$ cat config.mk
export PLATFORM = sky130hd
export DESIGN_NAME = irq_group_aggregator
export DESIGN_NICKNAME = d
export VERILOG_FILES = /design/src/rtl/irqagg_pkg.sv /design/src/rtl/irqagg_group.sv /design/src/rtl/irqagg_gpio.sv /design/src/rtl/irqagg_dispatch.sv /design/src/rtl/irq_group_aggregator.sv
export SDC_FILE = /design/constraint.sdc
export NUM_CORES = 1
export LEC_CHECK = 0
export BUFFER_PORTS_ARGS = -buffer_cell sky130_fd_sc_hd__buf_4
export CAP_MARGIN = 25
export CELL_PAD_IN_SITES_DETAIL_PLACEMENT = 0
export CELL_PAD_IN_SITES_GLOBAL_PLACEMENT = 1
export CORE_ASPECT_RATIO = 0.6
export CORE_MARGIN = 3
export CORE_UTILIZATION = 33
export DETAILED_ROUTE_END_ITERATION = 8
export GPL_ROUTABILITY_DRIVEN = 0
export PLACE_DENSITY = 0.86
export SETUP_SLACK_MARGIN = 0.1
export SYNTH_ARGS = -nofsm -noshare
export SYNTH_HDL_FRONTEND = slang
export SYNTH_SLANG_ARGS = --single-unit
$ cat constraint.sdc
create_clock -name clk -period 2.31 [get_ports clk]
set_input_delay 0.462 -clock clk [delete_from_list [all_inputs] [get_ports clk]]
set_output_delay 0.462 -clock clk [all_outputs]
set_load 0.01 [all_outputs]
$ cat src/rtl/irqagg_pkg.sv
package irqagg_pkg;
  localparam int NGRP      = 5;
  localparam int SRC_W     = 32;
  localparam int GPIO_N    = 14;
  localparam int GPIO_GRP  = 4;
  localparam int LINE_BASE = 2;
  localparam int CPU_LINES = 8;
  localparam int GRP_W     = $clog2(NGRP);
  localparam int BIT_W     = $clog2(SRC_W);
  localparam int VEC_W     = GRP_W + BIT_W;
  localparam int TOT_W     = NGRP * SRC_W;

  // valid-bit pattern of each group
  function automatic logic [SRC_W-1:0] grp_valid(input int g);
    case (g)
      0:       return 32'h0000_EFFF;
      1:       return 32'h0000_1FFF;
      2:       return 32'h0000_0007;
      3:       return 32'h0003_FFFF;
      default: return 32'hFFFF_FFFF;
    endcase
  endfunction

  // index of the most significant set bit (0 when none)
  function automatic logic [BIT_W-1:0] top_bit(input logic [SRC_W-1:0] v);
    logic [BIT_W-1:0] r;
    r = '0;
    for (int i = 0; i < SRC_W; i++)
      if (v[i]) r = BIT_W'(i);
    return r;
  endfunction

  function automatic logic [GRP_W-1:0] top_grp(input logic [NGRP-1:0] v);
    logic [GRP_W-1:0] r;
    r = '0;
    for (int i = 0; i < NGRP; i++)
      if (v[i]) r = GRP_W'(i);
    return r;
  endfunction
endpackage

$ cat src/rtl/irqagg_group.sv
module irqagg_group
  import irqagg_pkg::*;
#(
  parameter int GIDX = 0,
  parameter int W    = SRC_W
) (
  input  logic         clk,
  input  logic         rst_n,
  input  logic [W-1:0] raw,
  input  logic         mask_we,
  input  logic [W-1:0] mask_wdata,
  output logic [W-1:0] pend,
  output logic [W-1:0] mask_q,
  output logic [W-1:0] eff,
  output logic         line
);
  localparam logic [W-1:0] VALID = W'(grp_valid(GIDX));

  always_ff @(posedge clk) begin
    if (!rst_n)       mask_q <= VALID;
    else if (mask_we) mask_q <= mask_wdata & VALID;
  end

  assign pend = raw & VALID;
  assign eff  = pend & ~mask_q;
  assign line = |eff;

  // the mask only changes through a bus write
  a_r2_mask_hold: assert property (@(posedge clk) disable iff (!rst_n)
    !mask_we |=> $stable(mask_q));

  // a fully masked group keeps its line low
  a_r4_line_off_all_masked: assert property (@(posedge clk) disable iff (!rst_n)
    (mask_q == VALID) |-> !line);
endmodule

$ cat src/rtl/irqagg_gpio.sv
module irqagg_gpio #(
  parameter int N = 14
) (
  input  logic         clk,
  input  logic         rst_n,
  input  logic [N-1:0] pin,
  input  logic         pol_we,
  input  logic [N-1:0] pol_wdata,
  input  logic         stat_we,
  input  logic [N-1:0] stat_wdata,
  input  logic         mclr_we,
  input  logic [N-1:0] mclr_data,
  output logic [N-1:0] pol_q,
  output logic [N-1:0] stat_q
);
  logic [N-1:0] hit;
  logic [N-1:0] clr;
  logic         past_ok;

  assign hit = ~(pin ^ pol_q);
  assign clr = (stat_we ? ~stat_wdata : '0) | (mclr_we ? mclr_data : '0);

  always_ff @(posedge clk) begin
    if (!rst_n) begin
      pol_q   <= '1;
      stat_q  <= '0;
      past_ok <= 1'b0;
    end else begin
      if (pol_we) pol_q <= pol_wdata;
      stat_q  <= (stat_q | hit) & ~clr;
      past_ok <= 1'b1;
    end
  end

  // a requested clear wins over a set in the same cycle
  a_r8_clear_wins: assert property (@(posedge clk) disable iff (!rst_n)
    past_ok |-> ((stat_q & $past(clr)) == '0));

  // status bits only fall on a clear
  a_r7_sticky: assert property (@(posedge clk) disable iff (!rst_n)
    past_ok |-> (($past(stat_q) & ~$past(clr) & ~stat_q) == '0));
endmodule

$ cat src/rtl/irqagg_dispatch.sv
module irqagg_dispatch
  import irqagg_pkg::*;
(
  input  logic             clk,
  input  logic             rst_n,
  input  logic [TOT_W-1:0] eff_flat,
  input  logic [NGRP-1:0]  lines,
  output logic [VEC_W-1:0] vec_q,
  output logic             vec_valid_q
);
  localparam logic [TOT_W-1:0] ONE = TOT_W'(1);

  logic [GRP_W-1:0] gsel;
  logic [BIT_W-1:0] bsel;
  logic [SRC_W-1:0] gword;
  logic             past_ok;

  always_comb begin
    gsel  = top_grp(lines);
    gword = eff_flat[int'(gsel)*SRC_W +: SRC_W];
    bsel  = top_bit(gword);
  end

  always_ff @(posedge clk) begin
    if (!rst_n) begin
      vec_q       <= '0;
      vec_valid_q <= 1'b0;
      past_ok     <= 1'b0;
    end else begin
      vec_q       <= {gsel, bsel};
      vec_valid_q <= |lines;
      past_ok     <= 1'b1;
    end
  end

  // valid follows the group lines one cycle later
  a_r6_valid_tracks_lines: assert property (@(posedge clk) disable iff (!rst_n)
    past_ok |-> (vec_valid_q == $past(|lines)));

  // the chosen source was active and nothing above it was
  a_r5_top_index: assert property (@(posedge clk) disable iff (!rst_n)
    (past_ok && vec_valid_q) |-> (($past(eff_flat) >> vec_q) == ONE));
endmodule

$ cat src/rtl/irq_group_aggregator.sv
module irq_group_aggregator
  import irqagg_pkg::*;
#(
  parameter int ADDR_W   = 5,
  parameter int STRIDE   = 4,
  parameter int PEND_OFF = 0,
  parameter int MASK_OFF = 2,
  parameter int POL_OFF  = 0,
  parameter int STAT_OFF = 1
) (
  input  logic                 clk,
  input  logic                 rst_n,
  input  logic                 bus_wr,
  input  logic                 bus_rd,
  input  logic [ADDR_W-1:0]    bus_addr,
  input  logic [SRC_W-1:0]     bus_wdata,
  output logic [SRC_W-1:0]     bus_rdata,
  input  logic [TOT_W-1:0]     src_in,
  input  logic [GPIO_N-1:0]    gpio_pin,
  output logic [CPU_LINES-1:0] cpu_irq,
  output logic [VEC_W-1:0]     vec_num,
  output logic                 vec_valid
);
  localparam int OFF_W = $clog2(STRIDE);
  localparam int WIN_W = ADDR_W - OFF_W;
  localparam int GPIO_WIN = NGRP;

  logic [WIN_W-1:0] win;
  logic [OFF_W-1:0] off;
  logic [SRC_W-1:0] pend_arr [NGRP];
  logic [SRC_W-1:0] mask_arr [NGRP];
  logic [TOT_W-1:0] eff_flat;
  logic [NGRP-1:0]  lines;
  logic [NGRP-1:0]  mask_we;
  logic [GPIO_N-1:0] pol_q, stat_q;
  logic             pol_we, stat_we;
  logic [SRC_W-1:0] rd_val;

  assign win = bus_addr[ADDR_W-1:OFF_W];
  assign off = bus_addr[OFF_W-1:0];
  assign pol_we  = bus_wr && (win == WIN_W'(GPIO_WIN)) && (off == OFF_W'(POL_OFF));
  assign stat_we = bus_wr && (win == WIN_W'(GPIO_WIN)) && (off == OFF_W'(STAT_OFF));

  for (genvar g = 0; g < NGRP; g++) begin : g_grp
    logic [SRC_W-1:0] raw;
    logic [SRC_W-1:0] eff;
    if (g == GPIO_GRP) begin : g_gpio_raw
      assign raw = {src_in[g*SRC_W + GPIO_N +: SRC_W-GPIO_N], stat_q};
    end else begin : g_plain_raw
      assign raw = src_in[g*SRC_W +: SRC_W];
    end
    assign mask_we[g] = bus_wr && (win == WIN_W'(g)) && (off == OFF_W'(MASK_OFF));

    irqagg_group #(.GIDX(g), .W(SRC_W)) u_grp (
      .clk        (clk),
      .rst_n      (rst_n),
      .raw        (raw),
      .mask_we    (mask_we[g]),
      .mask_wdata (bus_wdata),
      .pend       (pend_arr[g]),
      .mask_q     (mask_arr[g]),
      .eff        (eff),
      .line       (lines[g])
    );
    assign eff_flat[g*SRC_W +: SRC_W] = eff;
  end

  irqagg_gpio #(.N(GPIO_N)) u_gpio (
    .clk        (clk),
    .rst_n      (rst_n),
    .pin        (gpio_pin),
    .pol_we     (pol_we),
    .pol_wdata  (bus_wdata[GPIO_N-1:0]),
    .stat_we    (stat_we),
    .stat_wdata (bus_wdata[GPIO_N-1:0]),
    .mclr_we    (mask_we[GPIO_GRP]),
    .mclr_data  (bus_wdata[GPIO_N-1:0]),
    .pol_q      (pol_q),
    .stat_q     (stat_q)
  );

  irqagg_dispatch u_disp (
    .clk         (clk),
    .rst_n       (rst_n),
    .eff_flat    (eff_flat),
    .lines       (lines),
    .vec_q       (vec_num),
    .vec_valid_q (vec_valid)
  );

  always_comb begin
    cpu_irq = '0;
    cpu_irq[LINE_BASE +: NGRP] = lines;
  end

  always_comb begin
    rd_val = '0;
    for (int g = 0; g < NGRP; g++) begin
      if (win == WIN_W'(g)) begin
        if (off == OFF_W'(PEND_OFF)) rd_val = pend_arr[g];
        if (off == OFF_W'(MASK_OFF)) rd_val = mask_arr[g];
      end
    end
    if (win == WIN_W'(GPIO_WIN)) begin
      if (off == OFF_W'(POL_OFF))  rd_val = {{(SRC_W-GPIO_N){1'b0}}, pol_q};
      if (off == OFF_W'(STAT_OFF)) rd_val = {{(SRC_W-GPIO_N){1'b0}}, stat_q};
    end
  end

  always_ff @(posedge clk) begin
    if (!rst_n)      bus_rdata <= '0;
    else if (bus_rd) bus_rdata <= rd_val;
  end
endmodule

---- Yosys cells after proc, flatten, opt, wreduce, memory -nomap -nowiden ----
Index checks and enable logic that the tools add are counted.
storage, ports and cells
  memories kept ........................... 0
  ROM bits ................................ 0
  memory bits (writable) .................. 0
  latch bits .............................. 0
  output and inout bits ................... 49
  logic and storage cells ................. 111
  bits in registers ....................... 150
  input bits .............................. 215
cells by class
  eq/ne operators ......................... 7
  bitwise operators ....................... 17
  divide/modulo/power cells ............... 0
  $mul .................................... 0
  order comparisons ....................... 0
  reduce and logical (&&, ||, !) cells .... 21
  muxes and demuxes ....................... 55
  shift-type cells ........................ 1
  add/subtract/negate cells ............... 0
operators by type and width
  kind                 count
  $mux W32             17
  $reduce_or A160 Y1   1
  $reduce_or A32 Y1    5
  $shiftx A160 B9 Y32  1
  $mux W5              16
  $not A14 Y14         3
  $and A13 B32 Y32     1
  $and A16 B32 Y32     1
  $and A18 B32 Y32     1
  $and A3 B32 Y32      1
  $and A32 B32 Y32     1
  $mux W4              8
  $not A13 Y32         1
  $not A16 Y32         1
  $not A18 Y32         1
  $not A3 Y32          1
  $not A32 Y32         1
  $mux W14             2
  $or A14 B14 Y14      2
  $mux W16             1
  $mux W3              5
  $and A14 B14 Y14     1
  $xor A14 B14 Y14     1
  $logic_and A1 B1 Y1  13
  other kinds (9)      15

---- Depth between registers and ports, before layout ----
  word-level depth ........................ 39
  depth in mapped cells ................... 11
  gate-level depth less buffers ........... 10

---- Hierarchy ----
Synthesis repeated with hierarchy kept, for this count alone.
second synthesis, totals
  cells, all modules ...................... 1602
  area total of the unflattened synthesis .. 13553.0 um^2
by module, submodules not included
  module                         instances  cells an instance  area an instance (um^2)
  irq_group_aggregator           1          528                4393.0
  irqagg_dispatch                1          264                1931.9
  irqagg_group (g_grp[4].u_grp)  1          178                1685.4
  irqagg_gpio                    1          119                1237.4
  irqagg_group (g_grp[3].u_grp)  1          143                1232.4
  irqagg_group (g_grp[0].u_grp)  1          135                1171.1
  irqagg_group (g_grp[1].u_grp)  1          131                1096.1
  irqagg_group (g_grp[2].u_grp)  1          104                805.8

---- Least setup slack after synthesis ----
Ideal clock, no wire load.
  path type ............................... input to register
  from .................................... input port src_in[43]
  to ...................................... register u_disp.vec_q[1]
  arrival time ............................ 2374 ps
  slack ................................... -138 ps
  stages on the path ...................... 11
  required time ........................... 2236 ps
  path through ............................ nor2b_1 nor4_1 and4_1 buf_6 inv_6 a211oi_4 mux2i_1 o211ai_2 a21o_1 a21o_1 a31oi_1
between the ends
  word-level cells in the longest chain between the ends .. 37
RTL lines
  what                      line                        source
  from (decl)               irq_group_aggregator.sv:18  input logic [TOT_W-1:0] src_in,
  $and A13 B32 Y32 (*)      irqagg_group.sv:25          assign eff = pend & ~mask_q;
  $reduce_or A32 Y1 (*)     irqagg_group.sv:26          assign line = |eff;
  via g_grp[1].u_grp.line   irqagg_group.sv:15          output logic line
  $mux W1 (*)               irqagg_pkg.sv:37            if (v[i]) r = GRP_W'(i);
  $mux W2 (*) (2 in a row)  irqagg_pkg.sv:37
  $mux W3 (*)               irqagg_pkg.sv:37
  $shiftx A160 B9 Y32 (*)   irqagg_dispatch.sv:20       gword = eff_flat[int'(gsel)*SRC_W +: SRC_W];
  $mux W2 (2 in a row)      irqagg_pkg.sv:29            if (v[i]) r = BIT_W'(i);
  $mux W3 (4 in a row)      irqagg_pkg.sv:29
  $mux W4 (8 in a row)      irqagg_pkg.sv:29
  $mux W5 (15 in a row)     irqagg_pkg.sv:29
  $mux W5 (*)               irqagg_pkg.sv:29
  to (signal assigned)      irqagg_dispatch.sv:30       vec_q <= {gsel, bsel};
  to (decl)                 irqagg_dispatch.sv:8        output logic [VEC_W-1:0] vec_q,
Mark *: on every way through the listed nets, which the timed path passes. The rest lies on a longest branch.
A chain may end at the register's enable or synchronous reset.

---- Worst setup path in the final report ----
  from .................................... register g_grp[4].u_grp.mask_q[28]
  to ...................................... output port cpu_irq[6]
between the ends
  word-level cells in the longest chain between the ends .. 3
RTL lines
  what                    line                        source
  from (decl)             irqagg_group.sv:13          output logic [W-1:0] mask_q,
  from (signal assigned)  irqagg_group.sv:21          else if (mask_we) mask_q <= mask_wdata & VALID;
  $not A32 Y32            irqagg_group.sv:25
  $and A32 B32 Y32        irqagg_group.sv:25
  $reduce_or A32 Y1       irqagg_group.sv:26
  to (decl)               irq_group_aggregator.sv:20  output logic [CPU_LINES-1:0] cpu_irq,
Every way passes these cells.

==> flow_summary.yaml <==
die:
  ios: 264
  start_util: 0.341
  die_y_um: 129
  dieArea_mm2: 0.0274
  core_mm2: 0.0246
  die_w_um: 212
  num_rows: 44
placed_design:
  pre_cts_ws_ns: -0.527
  dpl.cell_count: 1731
  port_buffers: 167
  hpwl_um: 29700
  place_area_mm2: 0.0114
route:
  vias: 10200
  wl_um: 39000
  drt_iter0_drc: 1296
  via_per_inst: 5.67
  wl_per_cell_um: 21.7
  dr.pass1.iters: 8
  drc: 0
  ant_nets: 0
synth:
  synth_area_per_cell_um2: 7.66
  netlist_area_mm2: 0.00837
  synthCells: 1092
  synth_seq_area_share: 0.359
  synth.most_common_cell: "nand2_1"
  synthTopCellsByCount: "nand2_1, dfxtp_1, nand3_1, nor2_1, clkbuf_1"
  ys_ff_latch: 150
  yosys_warnings: 0
  synth_area_leaders: "dfxtp_1, nand2_1, nand3_1"
  synth_edf_count: 0
  synth-async-reset-ratio: 0
  synth_flop_cell: "dfxtp_1"
  yosys.area.top_type: "dfxtp_1"
  synth_cell_types: 80
  synth_top_area_frac: 0.359
timing:
  fin_worst_skew_ns: 0.0144
  setup_viol: 4
  slew_violations: 0
  min_period_ns: 2.48
  finalCritPeriodShare: 1.07
  worst_pin_slew_ns: 0.662
  rsz0062_at_grt: "yes"
  slew_headroom: 0.558
  max_freq_ghz: 0.404
  setup_slack_ns: -0.166
  hold_viol: 0
clock_network:
  cts_buffers: 17
  clk_pin_slew_worst_paths_ns: 0.07
  clk_path_buf_depth: 2
  cts-root-buf: "clkbuf_16"
  cts_hold_buf: 0
  cts.sinks: 150
  insertion_delay_ns: 0.44
  tritoncts: "yes"
  htreeDepth: 4
layout:
  drive_gt1_frac: 0.411
  antenna_cells: 0
  syn_to_final_growth_pct: 54.6
  final_cell_area_mm2: 0.0129
  layout.nets: 1673
  num-fill-cells: 2261
  finalNonFillerCells: 1793
power_and_ir_drop:
  finalPower_mw: 7.18
  p_leak_nw: 6.03
  ir_drop_uv: 388
  power_density_mw_per_mm2: 555
flow_run:
  cap_violations: 0
min_path:
  hold_path_class: "primary input to register"
setup_path:
  crit_arrival_ns: 2.01
  cp.required_ns: 1.85
  cp-end-kind: "output port"
  crit_type: "register to output port"
  start_kind: "register"
  cp_max_fo: 5
grt:
  antenna_found_initial: 1
  grt_pass1_wl_um: 55400
  grt_max_degree: 137
  grt_overflow_total: 0
  grt_pass1_vias: 9128
  grtUsageTotal: 0.272
status:
  status: "finished with violations"
  failed_checks: "setup timing"
[worst max-delay path, stage by stage (launching register included)]
cell and delay [ns]:
dfxtp_2 0.33, nand2b_4 0.11, nor4bb_4 0.28, buf_4 0.15
nand4b_1 0.20, nor2_4 0.19, inv_4 0.07, buf_6 0.12
buf_6 0.11
[report_power, final]
group          internal [mW]  switching [mW]  leakage [nW]
logic                  0.769           0.783          4.53
registers               2.68          0.0496          1.21
clock network           1.73            1.17         0.282
[layout make-up]
class | instances | area (µm²) | share of cell area
timing repair buffer | 416 | 3250 | 0.251
clock buffer | 20 | 447 | 0.0345
tap | 322 | 403 | 0.0311
clock inverter | 12 | 153 | 0.0118
inverter | 22 | 92.6 | 0.00716
multi-input combinational | 851 | 5560 | 0.430
sequential | 150 | 3030 | 0.234
[final timing paths]
check	start	end	slack, ns	depth (start not counted)
hold / removal	bus_wdata[30]	g_grp[4].u_grp.mask_q[30]$_SDFFE_PN1P_	0.23	3
hold reg to reg	bus_rdata[22]$_SDFFE_PN0P_	bus_rdata[22]$_SDFFE_PN0P_	0.48	2
setup / recovery	g_grp[4].u_grp.mask_q[28]$_SDFFE_PN1P_	cpu_irq[6]	-0.17	8
setup reg to reg	g_grp[4].u_grp.mask_q[28]$_SDFFE_PN1P_	u_disp.vec_q[1]$_SDFF_PN0_	-0.06	11
[what timing repair did]
action,in CTS,in global routing
resized for setup,84,78
pin swaps,18,30
hold endpoints to repair,0,0
endpoints found under the setup margin,10,10
buffers inserted,18,15
[per-stage QoR]
stage / TNS (ns) / util / hold slack, ns
2_1_floorplan: -0.118 / - / 0.439
3_3_place_gp: -2.82 / 0.465 / 0.454
3_5_place_dp: -2.91 / 0.465 / 0.464
4_1_cts: -0.207 / 0.510 / 0.221
5_1_grt: -0.726 / 0.527 / 0.243
6_report: -0.285 / 0.527 / 0.234
[state kept, by name, summed over array words and instances, names as in the netlist]
name                cells
u_gpio.pol_q           14
u_gpio.stat_q          14
bus_rdata              32
g_grp.u_grp.mask_q     81
u_disp.vec_valid_q      1
u_disp.vec_q            8
[cell usage in the layout, fill, tap and decap left out, drive strengths merged, types with 4 or more instances in the layout]
master      n
a211oi      6
a21boi     15
a21o       20
a21oi      41
a221oi     16
a22oi      15
a31oi       6
and2        7
buf       416
clkbuf     20
clkinv      5
clkinvlp    4
dfxtp     150
inv        22
mux2       24
mux2i      30
nand2     229
nand2b     50
nand3      90
nand4       7
nor2       79
nor2b      45
nor3       23
nor4       14
o2111ai    10
o211ai     10
o21ai      29
o221ai      5
o22ai       6
o31ai       4
or3         4
xnor2      14
[kinds of logic after synthesis]
| kind of cell | synth area share |
|---|---|
| other cells | 0.000448 |
| compound gates | 0.189 |
| xor+xnor | 0.0157 |
| simple gates | 0.316 |
| mux | 0.0709 |
| buf+inv | 0.0486 |
| flops | 0.359 |
[per-layer routing]
layer | share of wire | GRT usage
met5 | 0.0028 | 0.0293
met4 | 0.018 | 0.0696
met3 | 0.14 | 0.102
met2 | 0.40 | 0.364
met1 | 0.44 | 0.401
Note: power is estimated with default switching activity, not from simulation.
